### config.mk
export PLATFORM = sky130hd
export DESIGN_NAME = psr_bank_unit
export DESIGN_NICKNAME = d
export VERILOG_FILES = /design/src/rtl/psr_pkg.sv /design/src/rtl/psr_mode_check.sv /design/src/rtl/psr_spsr_bank.sv /design/src/rtl/psr_pc_align.sv /design/src/rtl/psr_bank_unit.sv
export SDC_FILE = /design/constraint.sdc
export NUM_CORES = 1
export LEC_CHECK = 0
export ABC_CLOCK_PERIOD_IN_PS = 2500
export BUFFER_PORTS_ARGS = -buffer_cell sky130_fd_sc_hd__buf_2
export CAP_MARGIN = 20
export CORE_MARGIN = 2
export CORE_UTILIZATION = 50
export DETAILED_ROUTE_END_ITERATION = 7
export GPL_TIMING_DRIVEN = 0
export PLACE_DENSITY = 0.76
export SYNTH_ARGS = -nofsm -noshare
export SYNTH_HDL_FRONTEND = slang
export SYNTH_HIERARCHICAL = 1
export SYNTH_SLANG_ARGS = --single-unit
export TNS_END_PERCENT = 5
### constraint.sdc
create_clock -name clk -period 2.5 [get_ports clk]
set_input_delay 0 -clock clk [delete_from_list [all_inputs] [get_ports clk]]
set_output_delay 0 -clock clk [all_outputs]
set_load 0.01 [all_outputs]
### src/rtl/psr_pkg.sv
package psr_pkg;
  localparam int MODE_W = 5;
  localparam int NBANK  = 5;
  localparam int IDX_W  = $clog2(NBANK);

  localparam logic [MODE_W-1:0] M_USR = 5'b10000;
  localparam logic [MODE_W-1:0] M_FIQ = 5'b10001;
  localparam logic [MODE_W-1:0] M_IRQ = 5'b10010;
  localparam logic [MODE_W-1:0] M_SVC = 5'b10011;
  localparam logic [MODE_W-1:0] M_ABT = 5'b10111;
  localparam logic [MODE_W-1:0] M_UND = 5'b11011;
  localparam logic [MODE_W-1:0] M_SYS = 5'b11111;

  // bit positions counted from the top or bottom of the word
  localparam int OFS_NEG = 0;  // offset from MSB
  localparam int OFS_ZER = 1;
  localparam int OFS_CAR = 2;
  localparam int OFS_OVF = 3;
  localparam int POS_IM  = 7;
  localparam int POS_FM  = 6;
  localparam int POS_ST  = 5;
endpackage

### src/rtl/psr_mode_check.sv
module psr_mode_check
  import psr_pkg::*;
(
  input  logic [MODE_W-1:0] mode,
  output logic              legal,
  output logic              banked,
  output logic [IDX_W-1:0]  idx
);
  always_comb begin
    legal  = 1'b1;
    banked = 1'b1;
    idx    = '0;
    unique case (mode)
      M_FIQ: idx = IDX_W'(0);
      M_IRQ: idx = IDX_W'(1);
      M_SVC: idx = IDX_W'(2);
      M_ABT: idx = IDX_W'(3);
      M_UND: idx = IDX_W'(4);
      M_USR, M_SYS: banked = 1'b0;
      default: begin
        legal  = 1'b0;
        banked = 1'b0;
      end
    endcase
  end
endmodule

### src/rtl/psr_spsr_bank.sv
module psr_spsr_bank #(
  parameter int DATA_W = 32,
  parameter int NB     = 5,
  localparam int IW    = (NB > 1) ? $clog2(NB) : 1
) (
  input  logic              clk,
  input  logic              rst,
  input  logic              we,
  input  logic [IW-1:0]     idx,
  input  logic [DATA_W-1:0] wdata,
  output logic [DATA_W-1:0] rdata
);
  logic [DATA_W-1:0] store [NB];

  for (genvar b = 0; b < NB; b++) begin : g_bank
    always_ff @(posedge clk) begin
      if (rst)
        store[b] <= '0;
      else if (we && (idx == IW'(b)))
        store[b] <= wdata;
    end
    // a copy that is not selected never changes
    p_bank_isolated_r5: assert property (@(posedge clk) disable iff (rst)
      !(we && (idx == IW'(b))) |=> $stable(store[b]));
  end

  always_comb begin
    rdata = '0;
    for (int k = 0; k < NB; k++)
      if (idx == IW'(k)) rdata = store[k];
  end
endmodule

### src/rtl/psr_pc_align.sv
module psr_pc_align #(
  parameter int DATA_W = 32
) (
  input  logic              clk,
  input  logic              rst,
  input  logic              we,
  input  logic              half_mode,
  input  logic [DATA_W-1:0] wdata,
  output logic [DATA_W-1:0] pc_q
);
  logic [1:0] low_mask;
  assign low_mask = half_mode ? 2'b10 : 2'b00;

  always_ff @(posedge clk) begin
    if (rst)
      pc_q <= '0;
    else if (we)
      pc_q <= {wdata[DATA_W-1:2], wdata[1:0] & low_mask};
  end

  p_pc_half_r8: assert property (@(posedge clk) disable iff (rst)
    (we && half_mode) |=> (pc_q[0] == 1'b0 && pc_q[DATA_W-1:1] == $past(wdata[DATA_W-1:1])));
  p_pc_word_r8: assert property (@(posedge clk) disable iff (rst)
    (we && !half_mode) |=> (pc_q[1:0] == 2'b00 && pc_q[DATA_W-1:2] == $past(wdata[DATA_W-1:2])));
endmodule

### src/rtl/psr_bank_unit.sv
module psr_bank_unit
  import psr_pkg::*;
#(
  parameter int DATA_W = 32
) (
  input  logic              clk,
  input  logic              rst,
  input  logic              sw_we,
  input  logic [DATA_W-1:0] sw_wdata,
  output logic [DATA_W-1:0] sw_rdata,
  input  logic              sv_re,
  input  logic              sv_we,
  input  logic [DATA_W-1:0] sv_wdata,
  output logic [DATA_W-1:0] sv_rdata,
  input  logic              pc_we,
  input  logic [DATA_W-1:0] pc_wdata,
  output logic [DATA_W-1:0] pc_q,
  output logic              err_bad_mode,
  output logic              err_priv,
  output logic              err_inval
);
  localparam int B_NEG = DATA_W - 1 - OFS_NEG;
  localparam int B_ZER = DATA_W - 1 - OFS_ZER;
  localparam int B_CAR = DATA_W - 1 - OFS_CAR;
  localparam int B_OVF = DATA_W - 1 - OFS_OVF;

  logic              f_n, f_z, f_c, f_v, m_irq, m_fiq, st_half;
  logic [MODE_W-1:0] mode_q;

  logic             cur_legal, cur_banked, wr_legal, wr_banked_unused;
  logic [IDX_W-1:0] cur_idx, wr_idx_unused;
  logic [DATA_W-1:0] bank_rd;
  logic              sv_access;

  psr_mode_check u_cur_chk (
    .mode(mode_q), .legal(cur_legal), .banked(cur_banked), .idx(cur_idx));

  psr_mode_check u_wr_chk (
    .mode(sw_wdata[MODE_W-1:0]), .legal(wr_legal),
    .banked(wr_banked_unused), .idx(wr_idx_unused));

  always_ff @(posedge clk) begin
    if (rst) begin
      {f_n, f_z, f_c, f_v} <= '0;
      m_irq   <= 1'b1;
      m_fiq   <= 1'b1;
      st_half <= 1'b0;
      mode_q  <= M_SVC;
    end else if (sw_we) begin
      f_n     <= sw_wdata[B_NEG];
      f_z     <= sw_wdata[B_ZER];
      f_c     <= sw_wdata[B_CAR];
      f_v     <= sw_wdata[B_OVF];
      m_irq   <= sw_wdata[POS_IM];
      m_fiq   <= sw_wdata[POS_FM];
      st_half <= sw_wdata[POS_ST];
      if (wr_legal) mode_q <= sw_wdata[MODE_W-1:0];
    end
  end

  assign sv_access = sv_re | sv_we;

  always_ff @(posedge clk) begin
    if (rst) begin
      err_bad_mode <= 1'b0;
      err_priv     <= 1'b0;
      err_inval    <= 1'b0;
    end else begin
      err_bad_mode <= sw_we & ~wr_legal;
      err_priv     <= sv_access & cur_legal & ~cur_banked;
      err_inval    <= sv_access & ~cur_legal;
    end
  end

  psr_spsr_bank #(.DATA_W(DATA_W), .NB(NBANK)) u_bank (
    .clk(clk), .rst(rst), .we(sv_we & cur_banked), .idx(cur_idx),
    .wdata(sv_wdata), .rdata(bank_rd));

  psr_pc_align #(.DATA_W(DATA_W)) u_pc (
    .clk(clk), .rst(rst), .we(pc_we), .half_mode(st_half),
    .wdata(pc_wdata), .pc_q(pc_q));

  always_comb begin
    sw_rdata                = '0;
    sw_rdata[B_NEG]         = f_n;
    sw_rdata[B_ZER]         = f_z;
    sw_rdata[B_CAR]         = f_c;
    sw_rdata[B_OVF]         = f_v;
    sw_rdata[POS_IM]        = m_irq;
    sw_rdata[POS_FM]        = m_fiq;
    sw_rdata[POS_ST]        = st_half;
    sw_rdata[MODE_W-1:0]    = mode_q;
  end

  assign sv_rdata = cur_banked ? bank_rd : '0;

  // the mode register only ever holds a legal encoding
  p_mode_legal_r7: assert property (@(posedge clk) disable iff (rst) cur_legal);
  // a refused mode write leaves the mode untouched
  p_bad_mode_keeps_r3: assert property (@(posedge clk) disable iff (rst)
    (sw_we && !wr_legal) |=> (mode_q == $past(mode_q)));
  // the strobe follows a status write
  p_bad_mode_cause_r3: assert property (@(posedge clk) disable iff (rst)
    $rose(err_bad_mode) |-> $past(sw_we));
  // the privilege strobe follows a saved-copy access
  p_priv_cause_r6: assert property (@(posedge clk) disable iff (rst)
    err_priv |-> $past(sv_access));
  // an unbanked mode always reads zero
  p_unbanked_zero_r6: assert property (@(posedge clk) disable iff (rst)
    !cur_banked |-> (sv_rdata == '0));
  // unused bits read zero
  p_unused_zero_r1: assert property (@(posedge clk) disable iff (rst)
    (sw_rdata[B_OVF-1:POS_IM+1] == '0));
endmodule

## Yosys cells after proc, flatten, opt, wreduce, memory -nomap -nowiden

Memories as Yosys holds them, arrays and structs flattened.
Index checks and enable logic that the tools add are counted.

- RAM bits: 160
- Register bits: 47
- Output and inout bits: 99
- Logic and storage cells: 89
- Memories kept: 1
- Input port bits: 102

Memories:

| memory | depth | bits a word | read ports | clocked after Yosys merged registers in | wr ports | RTL line | source |
|---|---|---|---|---|---|---|---|
| u_bank.store | 5 | 32 | 5 | 0 | 5 | psr_spsr_bank.sv:13 | `logic [DATA_W-1:0] store [NB];` |

- Bitwise logic cells: 15
- Reductions and logical operators: 10
- Mux-type cells: 33
- Equality and inequality tests: 18

Operator list:

| kind | number |
|---|---|
| $mux 32 | 11 |
| $eq 5x5->1 const B | 14 |
| $mux 1 | 20 |
| $reduce_or 7->1 | 2 |
| $pmux 3 s4 | 1 |
| $eq 3x2->1 const B | 2 |
| $or 1x1->1 | 6 |
| $and 1x1->1 | 5 |
| $logic_and 1x1->1 | 5 |
| $reduce_or 5->1 | 1 |
| $eq 3x1->1 const B | 1 |
| $eq 3x3->1 const B | 1 |
| $logic_not 3->1 | 1 |
| $not 1->1 | 3 |
| $and 2x2->2 | 1 |
| $mux 2 | 1 |
| $reduce_and 2->1 | 1 |

## Logic depth before layout (Yosys ltp)

- Word-level depth: 9
- Depth in mapped cells: 8
- Mapped depth without buffers: 7

## By module

The synthesis kept the hierarchy.

Modules (own cells, without submodules):

| module | times used | cells each | seq. area each (um^2) | area an instance (um^2) |
|---|---|---|---|---|
| psr_spsr_bank | 1 | 536 | 4804.6 | 7468.4 |
| psr_pc_align | 1 | 103 | 620.6 | 1156.1 |
| psr_bank_unit | 1 | 114 | 300.3 | 977.2 |
| psr_mode_check | 2 | 12 | 0.0 | 76.3 |

## Worst setup path before layout

Ideal clock, no wire load.

- Path kind: register to register
- From: register mode_q[2]
- To: memory u_bank.store[1][0] (enable)
- Path slack: -0.203 ns
- Path buffers: 3
- Cell stages (with the launch flop): 7
- Data required time: 2.109 ns
- Arrival: 2.312 ns
- Library setup time: 0.391 ns
- Clock period less this slack: 2.703 ns
- Cell sequence: dfxtp_1 > xnor2_1 > and4b_1 > buf_4 > buf_6 > buf_2 > a31o_1

RTL lines:

| element | RTL line | source |
|---|---|---|
| start: declaration | psr_bank_unit.sv:28 | `logic [MODE_W-1:0] mode_q;` |
| start signal: assignment | psr_bank_unit.sv:57 | `if (wr_legal) mode_q <= sw_wdata[MODE_W-1:0];` |
| end: declaration | psr_spsr_bank.sv:13 |  |

## Worst setup path in the final report

- From: register mode_q[0]
- To: output sv_rdata[17]

- Cells in the longest elaborated chain, start to end: 9
- Elaborated cells on any way between the ends: 19
- Those cells by class: eq/ne (9); mux (8); reduce/logical (2)

RTL lines:

| element | RTL line | source |
|---|---|---|
| $eq 5x5->1 | psr_mode_check.sv:13 | `unique case (mode)` |
| $pmux 3 s4 * | psr_mode_check.sv:13 |  |
| via cur_idx[2] | psr_bank_unit.sv:31 | `logic [IDX_W-1:0] cur_idx, wr_idx_unused;` |
| $logic_not 3->1 | psr_spsr_bank.sv:30 | `if (idx == IW'(k)) rdata = store[k];` |
| $mux 32 (4 in a row) | psr_spsr_bank.sv:30 |  |
| $mux 32 * | psr_spsr_bank.sv:30 |  |
| via bank_rd[17] | psr_bank_unit.sv:32 | `logic [DATA_W-1:0] bank_rd;` |
| $mux 32 * | psr_bank_unit.sv:95 | `assign sv_rdata = cur_banked ? bank_rd : '0;` |
| end: declaration | psr_bank_unit.sv:14 | `output logic [DATA_W-1:0] sv_rdata,` |

Mark *: on every way through the listed nets, which the timed path passes. The rest lies on a longest branch.

==> results.md <==
* Reg2reg end: u_bank/store[0][28]
* CTS clk-pin slew, worst paths at ~0.060 ns
* Max-slew headroom at between 50% and 60%
* Period utilization at a little over nine tenths
* GR Util met3 at ~3.8%
* Port Buffers at roughly 160
* Syn_area_per_cell at between 10 and 15 um^2
* Die height at about 140 um
* Min Tclk post-route at ~2.4 ns
* Nets at 1219
* RSZ-0062 raised after global routing: yes
* Die X at roughly 140 um
* Pwr dens at about 650 mW/mm^2
* Status: complete, no violations
* Total grt overflow at 0
* Cts bufs inserted at 21
* Cell row count at 50
* Worst Path Max Fanout at 10
* GRT Total Usage at approximately a quarter
* Share of layout cells above drive strength 1 at between 30% and 40%
* RR Startpoint: mode_q[0]
* Critical Path Start Type: flop
* Hold Crit Class: input port to flop
* Register bank with the most flops: u_bank/store
* Total iterations of the first detailed-routing run at 7
* CP endpoint kind: output pin
* Setup CP Type: flop to output pin
* Worst Slack Setup Final at 0.0542 ns
* M1 GR Usage at 31.7%
* Post-placement worst setup slack at -0.596 ns
* CTS tree: built
* Max-Cap Viols at 0
* Clk sink count at 206
* Clock Skew at between 0.01 and 0.015 ns
* Vias at 7243
* Max reg flops at 160
* Grt peak-use layer: met2
* Final wirelength at between 20000 and 30000 um
* Fmax at 409 MHz
* DRC at 0
* Worst hold path endpoint: u_pc/pc_q[29]
* RePlAce Congestion at about 0.82
* Worst-margin pin slew at about 0.61 ns
* Final setup violation count at 0
* P&R area growth vs syn at 37.8%
* DR iter-0 viols at ~580
* Die area at roughly 0.021 mm^2
* FF-to-FF setup slack at ~0.070 ns
* Worst-Skew Late Latency at about 0.5 ns
* Vias in the first global route at around 7300
* H-tree depth at 1
* Clock Path Buffers at 3
* Antenna violations before repair at 1
* Hold_sp: rst
* Cell area after layout at 0.0134 mm^2
* Finished Core Util at between 70% and 80%
* Maximum VDD drop at between 0.0004 and 0.0005 V
* Cell Area, Placed at approximately 0.011 mm^2
* First-pass GRT wire length at approximately 40000 um
* Hpwl dp at approximately 14000 um
* I/O pins at ~200
* Core area at between 0.015 and 0.02 mm^2
* CP arrival at 2.45 ns
* Post-Synthesis Cells at about 770
* Ys Warns at 6
* Mapped Area at between 0.009 and 0.01 mm^2
* Biggest regs: u_bank/store (160), u_pc/pc_q (31), mode_q (5)
* Static leakage at 5.60 nW
* Data required time of the worst path at ~2.5 ns
* CTS root buffer: clkbuf_16
* Final ANT Viol Nets at 0
* Met2 Use GR at between 40 and 50%
* Hold Fails Final Rpt at 0
* Largest net degree at the start of global routing at 33
* Vias per cell at about 5.2
* Hold Crit Depth at 3
* Initial core utilization at around half
* Slew Limit Fails at 0
* Worst r2r path cells at 8
* Wirelength per Cell at 18.6 um
==> how the worst max path moves through the flow <==
stage / startpoint / slack [ns] / endpoint
2_1_floorplan: mode_q[2] / -0.20 / u_bank/store[3][0]
6_report: mode_q[0] / 0.05 / sv_rdata[17]
5_1_grt: mode_q[2] / -0.04 / sv_rdata[6]
3_3_place_gp: mode_q[0] / -1.09 / u_bank/store[0][16]
4_1_cts: mode_q[1] / 0.004 / u_bank/store[0][28]
3_5_place_dp: mode_q[0] / -0.60 / u_bank/store[1][16]
==> layer usage <==
metal / up-vias / part of all wire (%)
met5: - / 0
met4: 0 / 3.4
met3: 68 / 6.7
met2: 328 / 50
met1: 3475 / 40
li1: 3372 / -
==> what timing repair did <==
item                                   4_1_cts  5_1_grt
pin swaps                                    4        4
buffers inserted                            13        6
setup endpoints to repair                  350      217
gates cloned                                 1        1
endpoints found under the hold margin      206        0
hold buffers                               127        0
resized for setup                           37       44
==> critical path, cell delays in order (launching register included) <==
cell and delay, ns:
dfxtp_4 0.37, nand2_2 0.10, nor3_4 0.31, buf_4 0.18, and3b_2 0.24, buf_6 0.16, a32oi_2 0.16, nand3_1 0.12
and2_1 0.17, buf_2 0.13
==> layout by cell type (no fill, tap or decap), types with 5 or more instances in the layout <==
master	instances
a211o_1	5
a31o_4	5
a32oi_1	10
and2_1	194
buf_12	7
buf_2	162
buf_4	50
buf_6	22
clkbuf_1	7
clkbuf_16	23
clkbuf_2	6
clkinv_2	5
conb_1	21
dfxtp_1	41
dlygate4sd3_1	127
edfxtp_1	160
mux2_2	11
mux2i_1	69
nand2_1	30
nand3_1	15
nor2_1	37
nor3_4	5
o21a_1	18
o21ai_0	5
o21ai_1	15
o2bb2ai_1	18
==> power breakdown <==
group | internal, mW | leakage, nW | switching (mW)
clock network | 1.85 | 0.343 | 1.28
registers | 3.91 | 2.05 | 0.0743
logic | 0.784 | 3.21 | 0.802
==> final cells by class <==
cell class,count,area [um^2]
Clock inverter,10,105
Multi-Input combinational cell,501,3560
Tap cell,260,325
Inverter,2,7.51
Sequential cell,206,5740
Antenna cell,1,2.50
Timing Repair Buffer,306,2310
Clock buffer,27,582
Buffer,79,731
Fill cell,1246,5530
==> through the flow <==
step | setup TNS (ns) | power, mW | hold slack [ns] | std cells
floorplan | -12.55 | 4.84 | 0.0624 | 787
global placement | -175.61 | 5.28 | 0.207 | 1203
detailed placement | -101.30 | 5.32 | 0.211 | 1206
CTS | 0 | 8.64 | 0.128 | 1384
global route | -0.125 | 9.00 | 0.159 | 1392
finish | 0 | 8.71 | 0.135 | 1392
Power figures use the tool's default switching activity.
